--- config.mk ---
export PLATFORM = sky130hd
export DESIGN_NAME = fp_status_ctrl
export DESIGN_NICKNAME = d
export VERILOG_FILES = /design/src/rtl/fp_status_pkg.sv /design/src/rtl/fp_rm_resolve.sv /design/src/rtl/fp_flag_merge.sv /design/src/rtl/fp_csr_port.sv /design/src/rtl/fp_status_ctrl.sv
export SDC_FILE = /design/constraint.sdc
export NUM_CORES = 1
export LEC_CHECK = 0
export BUFFER_PORTS_ARGS = -buffer_cell sky130_fd_sc_hd__buf_2
export CAP_MARGIN = 10
export CELL_PAD_IN_SITES_DETAIL_PLACEMENT = 1
export CELL_PAD_IN_SITES_GLOBAL_PLACEMENT = 1
export CORE_MARGIN = 2
export CORE_UTILIZATION = 20
export DETAILED_ROUTE_END_ITERATION = 6
export PLACE_DENSITY_LB_ADDON = 0.1
export SYNTH_ARGS = -nofsm -noshare
export SYNTH_HDL_FRONTEND = slang
export SYNTH_SLANG_ARGS = --single-unit
--- constraint.sdc ---
create_clock -name clk -period 1.3 [get_ports clk]
set_input_delay 0.26 -clock clk [delete_from_list [all_inputs] [get_ports clk]]
set_output_delay 0.26 -clock clk [all_outputs]
set_load 0.03 [all_outputs]
--- src/rtl/fp_status_pkg.sv ---
package fp_status_pkg;

    typedef enum logic [1:0] {
        VIEW_FULL  = 2'd0,
        VIEW_FLAGS = 2'd1,
        VIEW_RMODE = 2'd2,
        VIEW_NONE  = 2'd3
    } csr_view_e;

    typedef enum logic [2:0] {
        RM_NEAR_EVEN = 3'd0,
        RM_ZERO      = 3'd1,
        RM_DOWN      = 3'd2,
        RM_UP        = 3'd3,
        RM_NEAR_MAX  = 3'd4,
        RM_RSVD5     = 3'd5,
        RM_RSVD6     = 3'd6,
        RM_USE_DYN   = 3'd7
    } rmode_e;

endpackage

--- src/rtl/fp_rm_resolve.sv ---
module fp_rm_resolve #(
    parameter int RM_W      = 3,
    parameter int RSVD_FROM = 5
) (
    input  logic [RM_W-1:0] insn_rm,
    input  logic [RM_W-1:0] dyn_rm,
    output logic [RM_W-1:0] eff_rm,
    output logic            illegal
);
    localparam logic [RM_W-1:0] DYN_CODE = '1;
    localparam logic [RM_W-1:0] RSVD_LO  = RM_W'(RSVD_FROM);

    always_comb begin
        eff_rm  = (insn_rm == DYN_CODE) ? dyn_rm : insn_rm;
        illegal = (eff_rm >= RSVD_LO);
    end
endmodule

--- src/rtl/fp_flag_merge.sv ---
module fp_flag_merge #(
    parameter int                    CLS_W      = 4,
    parameter int                    FLAG_W     = 5,
    parameter logic [(1<<CLS_W)-1:0] CLASS_MASK = '1
) (
    input  logic              done_valid,
    input  logic [CLS_W-1:0]  done_class,
    input  logic [FLAG_W-1:0] done_flags,
    output logic              merge_en,
    output logic [FLAG_W-1:0] merge_bits
);
    localparam int N_CLS = 1 << CLS_W;

    logic [N_CLS-1:0] cls_hit;

    for (genvar c = 0; c < N_CLS; c++) begin : g_cls
        if (CLASS_MASK[c]) begin : g_on
            assign cls_hit[c] = (done_class == CLS_W'(c));
        end else begin : g_off
            assign cls_hit[c] = 1'b0;
        end
    end

    always_comb begin
        merge_en   = done_valid && (|cls_hit);
        merge_bits = done_flags;
    end
endmodule

--- src/rtl/fp_csr_port.sv ---
module fp_csr_port
    import fp_status_pkg::*;
#(
    parameter int XLEN   = 32,
    parameter int FLAG_W = 5,
    parameter int RM_W   = 3
) (
    input  logic              csr_we,
    input  logic [1:0]        csr_view,
    input  logic [XLEN-1:0]   csr_wdata,
    input  logic [FLAG_W-1:0] flags_q,
    input  logic [RM_W-1:0]   rm_q,
    output logic [XLEN-1:0]   csr_rdata,
    output logic              wr_flags,
    output logic              wr_rm,
    output logic [FLAG_W-1:0] flags_wval,
    output logic [RM_W-1:0]   rm_wval
);
    localparam int REG_W = FLAG_W + RM_W;

    csr_view_e view;
    logic      unused_hi;

    assign view      = csr_view_e'(csr_view);
    assign unused_hi = ^csr_wdata[XLEN-1:REG_W];

    always_comb begin
        csr_rdata  = '0;
        wr_flags   = 1'b0;
        wr_rm      = 1'b0;
        flags_wval = csr_wdata[FLAG_W-1:0];
        rm_wval    = csr_wdata[RM_W-1:0];
        unique case (view)
            VIEW_FULL: begin
                csr_rdata = {{(XLEN-REG_W){1'b0}}, rm_q, flags_q};
                wr_flags  = csr_we;
                wr_rm     = csr_we;
                rm_wval   = csr_wdata[REG_W-1:FLAG_W];
            end
            VIEW_FLAGS: begin
                csr_rdata = {{(XLEN-FLAG_W){1'b0}}, flags_q};
                wr_flags  = csr_we;
            end
            VIEW_RMODE: begin
                csr_rdata = {{(XLEN-RM_W){1'b0}}, rm_q};
                wr_rm     = csr_we;
            end
            VIEW_NONE: begin
                csr_rdata = '0;
            end
        endcase
    end
endmodule

--- src/rtl/fp_status_ctrl.sv ---
module fp_status_ctrl #(
    parameter int                    XLEN       = 32,
    parameter int                    FLAG_W     = 5,
    parameter int                    RM_W       = 3,
    parameter int                    CLS_W      = 4,
    parameter logic [(1<<CLS_W)-1:0] CLASS_MASK = 16'h0FFF
) (
    input  logic              clk,
    input  logic              rst_n,
    input  logic [RM_W-1:0]   insn_rm,
    output logic [RM_W-1:0]   eff_rm,
    output logic              rm_illegal,
    input  logic              done_valid,
    input  logic [CLS_W-1:0]  done_class,
    input  logic [FLAG_W-1:0] done_flags,
    input  logic              csr_we,
    input  logic [1:0]        csr_view,
    input  logic [XLEN-1:0]   csr_wdata,
    output logic [XLEN-1:0]   csr_rdata
);
    logic [FLAG_W-1:0] flags_q;
    logic [RM_W-1:0]   rm_q;
    logic              merge_en;
    logic [FLAG_W-1:0] merge_bits;
    logic              wr_flags;
    logic              wr_rm;
    logic [FLAG_W-1:0] flags_wval;
    logic [RM_W-1:0]   rm_wval;

    fp_rm_resolve #(.RM_W(RM_W), .RSVD_FROM(5)) i_rm_resolve (
        .insn_rm (insn_rm),
        .dyn_rm  (rm_q),
        .eff_rm  (eff_rm),
        .illegal (rm_illegal)
    );

    fp_flag_merge #(.CLS_W(CLS_W), .FLAG_W(FLAG_W), .CLASS_MASK(CLASS_MASK)) i_flag_merge (
        .done_valid (done_valid),
        .done_class (done_class),
        .done_flags (done_flags),
        .merge_en   (merge_en),
        .merge_bits (merge_bits)
    );

    fp_csr_port #(.XLEN(XLEN), .FLAG_W(FLAG_W), .RM_W(RM_W)) i_csr_port (
        .csr_we     (csr_we),
        .csr_view   (csr_view),
        .csr_wdata  (csr_wdata),
        .flags_q    (flags_q),
        .rm_q       (rm_q),
        .csr_rdata  (csr_rdata),
        .wr_flags   (wr_flags),
        .wr_rm      (wr_rm),
        .flags_wval (flags_wval),
        .rm_wval    (rm_wval)
    );

    // Access-port write wins over a merge in the same cycle.
    always_ff @(posedge clk) begin
        if (!rst_n) begin
            flags_q <= '0;
            rm_q    <= '0;
        end else begin
            if (wr_flags) begin
                flags_q <= flags_wval;
            end else if (merge_en) begin
                flags_q <= flags_q | merge_bits;
            end
            if (wr_rm) begin
                rm_q <= rm_wval;
            end
        end
    end
endmodule

# ---- Word-level counts from Yosys, hierarchy flattened
# Index checks and enable logic that the tools add are counted.
# Widths: inputs -> output; s select.
dict set report word_totals {
  register_bits 8
  out_inout_bits 36
  wordCells 33
  input_bits 50
}
dict set report op_classes {
  n_eq_ne 15
  mux 7
  bitwise 1
  reduce_logical 7
  n_lt_le_gt_ge 1
}
# operator count
set op_table {}
lappend op_table {{$pmux 32 s4} 1}
lappend op_table {{$eq 4x3->1 const B} 4}
lappend op_table {{$eq 4x4->1 const B} 4}
lappend op_table {{$reduce_or 12->1} 1}
lappend op_table {{$mux 5} 2}
lappend op_table {{$eq 4x2->1 const B} 2}
lappend op_table {{$mux 3} 2}
lappend op_table {{$or 5x5->5} 1}
lappend op_table {{$eq 2x2->1 const B} 2}
lappend op_table {{$eq 4x1->1 const B} 1}
lappend op_table {{$logic_not 4->1} 1}
lappend op_table {{$reduce_or 2->1} 2}
lappend op_table {{$eq 3x3->1 const B} 1}
lappend op_table {{$ge 3x3->1 const B} 1}
lappend op_table {{$eq 2x1->1 const B} 1}
lappend op_table {{$logic_not 2->1} 1}
lappend op_table {{$mux 1} 2}
lappend op_table {{$reduce_bool 2->1} 1}
lappend op_table {{$logic_and 1x1->1} 1}

# ---- Logic depth before layout (Yosys ltp)
dict set report logic_depth {
  ltp_word 5
  depth_mapped 4
  ltp_nobuf 3
}

# ---- By module
# From an unflattened synthesis, not the netlist that was laid out.
dict set report hier_totals {
  cells_unflattened 92
  hier_area_um2 800.8
}
# module cells_each instances area_each_um2 seq_area_each_um2
set modules_own_cells {}
lappend modules_own_cells {fp_csr_port 46 1 372.9 0.0}
lappend modules_own_cells {fp_status_ctrl 30 1 326.6 160.2}
lappend modules_own_cells {fp_rm_resolve 10 1 52.6 0.0}
lappend modules_own_cells {fp_flag_merge 6 1 48.8 0.0}

# ---- Worst setup path before layout
# No wires, ideal clock.
dict set report synth_path {
  path_kind {reg2out}
  from {register rm_q[0]}
  to {output port eff_rm[0]}
  arrival_ns 1.113
  path_slack_ns -0.073
  required_ns 1.040
  n_path_buf 0
  stages_incl_launch_ff 3
  path_cell_list {dfxtp_1 -> nor2b_1 -> a21boi_0}
}
dict set report synth_between {
  elab_chain_len 1
}
# item line
set synth_lines {}
lappend synth_lines {{start: declaration} fp_status_ctrl.sv:22} ;# logic [RM_W-1:0] rm_q;
lappend synth_lines {{start signal: assignment} fp_status_ctrl.sv:70} ;# rm_q <= rm_wval;
lappend synth_lines {{$mux 3} fp_rm_resolve.sv:14} ;# eff_rm = (insn_rm == DYN_CODE) ? dyn_rm : insn_rm;
lappend synth_lines {{end: declaration} fp_status_ctrl.sv:11} ;# output logic [RM_W-1:0] eff_rm,
# Every way passes these cells.

# ---- Worst setup path after layout
dict set report layout_path {
  from {register rm_q[2]}
  to {output port rm_illegal}
}
dict set report layout_between {
  elab_chain_len 2
}
# item line
set layout_lines {}
lappend layout_lines {{$mux 3} fp_rm_resolve.sv:14}
lappend layout_lines {{$ge 3x3->1} fp_rm_resolve.sv:15} ;# illegal = (eff_rm >= RSVD_LO);
lappend layout_lines {{end: declaration} fp_status_ctrl.sv:12} ;# output logic rm_illegal,
# Every way passes these cells.

==> summary.md <==
| Metric | Value |
|---|---|
| Reg clk slew, reported paths | `0.06 ns` |
| Post-synthesis sequential area ratio | `0.245` |
| Root buffer cell | `clkbuf_4` |
| VDD IR-drop max | `0.167 mV` |
| TritonCTS clock tree | `built` |
| WP data arrival | `1.03 ns` |
| Reg area | `168 um^2` |
| Cells after Synth | `85` |
| Total Routed Length | `1.75 mm` |
| Drt via density | `3.75` |
| Worst path cell trace | `o21a_1 > o211a_1 > buf_6` |
| # DRC | `0` |
| Flop pwr share | `0.359` |
| DRT antenna net count | `0` |
| Clk sinks | `8` |
| Starting density of the core | `0.212` |
| Worst hold path type | `in2reg` |
| Shortest period the worst path allows | `1.29 ns` |
| Worst path max stage delay | `0.33 ns` |
| Worst setup EP type | `output port` |
| 1st-iter DRT viols | `6` |
| FMAX | `0.775 GHz` |
| Clock latency on the worst-skew pair | `0.25 ns` |
| Final Max Tran Viols | `0` |
| First-pass GRT wire length | `2.28 mm` |
| Initial antenna violation count | `0` |
| Post-DP HPWL | `1.46 mm` |
| Core Util, Final | `0.276` |
| Area of the multi-input gates | `375 um^2` |
| Pin count of the biggest net entering global routing | `13` |
| Fin nets | `175` |
| Max-Cap Viols | `0` |
| Filler cells | `403` |
| Crit-path max FO | `4` |
| Vias | `627` |
| Required @ worst endpoint | `1.04 ns` |
| Unrepaired setup endpoints after global routing | `yes` |
| Kind of critical path | `reg2out` |
| GRT overflow | `0` |
| Routed WL per cell | `10.5 um` |
| Syn Area/Cell | `7.68 um^2` |
| Clock power share | `0.251` |
| Antenna cells | `0` |
| Final setup fails | `0` |
| Vert. Die Dim | `61.1 um` |
| RD Place Congestion | `0.714` |
| Power per Cell Area | `919 nW/um^2` |
| Slowest stage cell, crit path | `dfxtp_2` |
| Final Skew | `0 ns` |
| Internal | `467 uW` |
| GRT Total Usage | `0.0851` |
| Row count | `20` |
| Die area | `3740 um^2` |
| Post-Syn Area | `653 um^2` |
| Sw frac | `0.400` |
| Netlist cell types | `20` |
| Crit start category | `flop` |
| Period utilization | `0.992` |
| Synth Register Bits | `8` |
| Final Hold Vio Count | `0` |
| Area grow syn2layout | `29.9%` |
| Layout cell share with drive strength beyond 1 | `0.390` |
| CTS max path bufs | `2` |
| Sw power | `312 uW` |
| DR pass1 iterations | `6` |
| H-Tree Depth | `1` |
| IO Pins | `86` |
| Run status | `complete, no violations` |
| # hold bufs at CTS | `0` |
| Core area | `3080 um^2` |
| Chip width | `61.1 um` |
| Final hold slack | `0.271 ns` |
| Lkg Pwr | `0.000446 uW` |
| Num CTS Buffers | `3` |
| Yosys warns | `0` |
| # port buffers | `35` |
| Vias in the first global route | `540` |
| Comb pwr share | `0.390` |
-- critical path: cells and delay by family (launching register included) --
kind / cells / cell delay, ns
buffers and inverters: 1 / 0.14
AO/OA/AOI/OAI: 2 / 0.30
flip-flops: 1 / 0.33
-- final timing paths --
path | startpoint | endpoint | depth (start not counted) | slack, ns
hold / removal | csr_wdata[4] | flags_q[4]$_SDFFE_PN0P_ | 3 | 0.27
setup / recovery | rm_q[2]$_SDFFE_PN0P_ | rm_illegal | 3 | 0.01
hold reg to reg | flags_q[4]$_SDFFE_PN0P_ | flags_q[4]$_SDFFE_PN0P_ | 2 | 0.51
setup reg to reg | rm_q[1]$_SDFFE_PN0P_ | rm_q[1]$_SDFFE_PN0P_ | 3 | 0.53
-- registers in the layout (all words and copies together), names as in the netlist --
register  count
flags_q       5
rm_q          3
-- layout make-up --
| cell class | count | area share |
|---|---|---|
| multi-input cells | 71 | 0.442 |
| repair buffers | 38 | 0.255 |
| flip-flops and latches | 8 | 0.198 |
| well taps | 44 | 0.0649 |
| clock buffers | 3 | 0.0265 |
| inverters | 3 | 0.0133 |
-- cells by family (layout without fill, tap and decap cells) --
logic type,after synthesis,in the layout,synth area share
buf+inv,29,44,0.328
mux,3,3,0.0460
compound gates,29,29,0.251
other cells,1,24,0.00574
flops,8,8,0.245
simple gates,15,15,0.125
-- cells in the mapped netlist --
cell,number,area share
buf_4,24,0.28
a21oi_1,13,0.10
dfxtp_1,8,0.25
o21ai_1,7,0.054
nand2_1,5,0.029
nor2b_1,4,0.038
and2_1,3,0.029
inv_1,3,0.017
mux2i_1,3,0.046
o22ai_1,3,0.029
a21boi_0,2,0.023
buf_6,2,0.034
a21boi_1,1,0.011
conb_1,1,0.0057
nand2b_1,1,0.0096
nor2_1,1,0.0057
nor2b_2,1,0.013
o211a_1,1,0.015
o21a_1,1,0.011
o21ai_0,1,0.0077
-- cells in the final DEF (no fill, tap or decap), types with 2 or more instances in the layout --
cell type	n
buf_2	29
conb_1	24
a21oi_1	13
buf_4	8
o21ai_1	7
nand2_1	5
dfxtp_1	4
a21boi_1	3
inv_1	3
o22ai_1	3
and2_1	3
mux2i_1	3
clkbuf_4	3
dfxtp_2	3
nor2b_1	2
nor2b_2	2
-- what timing repair did --
action                     4_1_cts  5_1_grt
gates cloned                     0        0
pin swaps                        1        0
resized for setup                7       11
setup buffers                    1        0
setup endpoints to repair        6        6
-- layer usage --
layer,vias to the layer above,GRT usage,share of wire
met5,-,0,0
met4,0,0.0466,0
met2,33,0.150,0.50
met1,279,0.0963,0.40
met3,0,0.0147,0.097
li1,315,-,-
-- power groups by stage --
stage          logic [uW]  clock network (uW)  registers (uW)
6_report              304                 196             280
5_1_grt               326                 221             284
4_1_cts               298                 207             280
3_5_place_dp          288                   0             284
3_3_place_gp          286                   0             284
2_1_floorplan         268                   0             279
-- through the flow --
stage | instance area, um^2 | instances | power [uW] | setup WS, ns | TNS [ns]
4_1_cts | 827 | 167 | 785 | -0.0183 | -0.0183
5_1_grt | 848 | 167 | 830 | -0.0439 | -0.0635
3_5_place_dp | 782 | 163 | 573 | 0.0864 | 0
2_1_floorplan | 739 | 108 | 547 | 0.0391 | 0
3_3_place_gp | 782 | 163 | 570 | 0.120 | 0
6_report | 848 | 167 | 779 | 0.00980 | 0
Note: power is estimated with default switching activity, not from simulation.
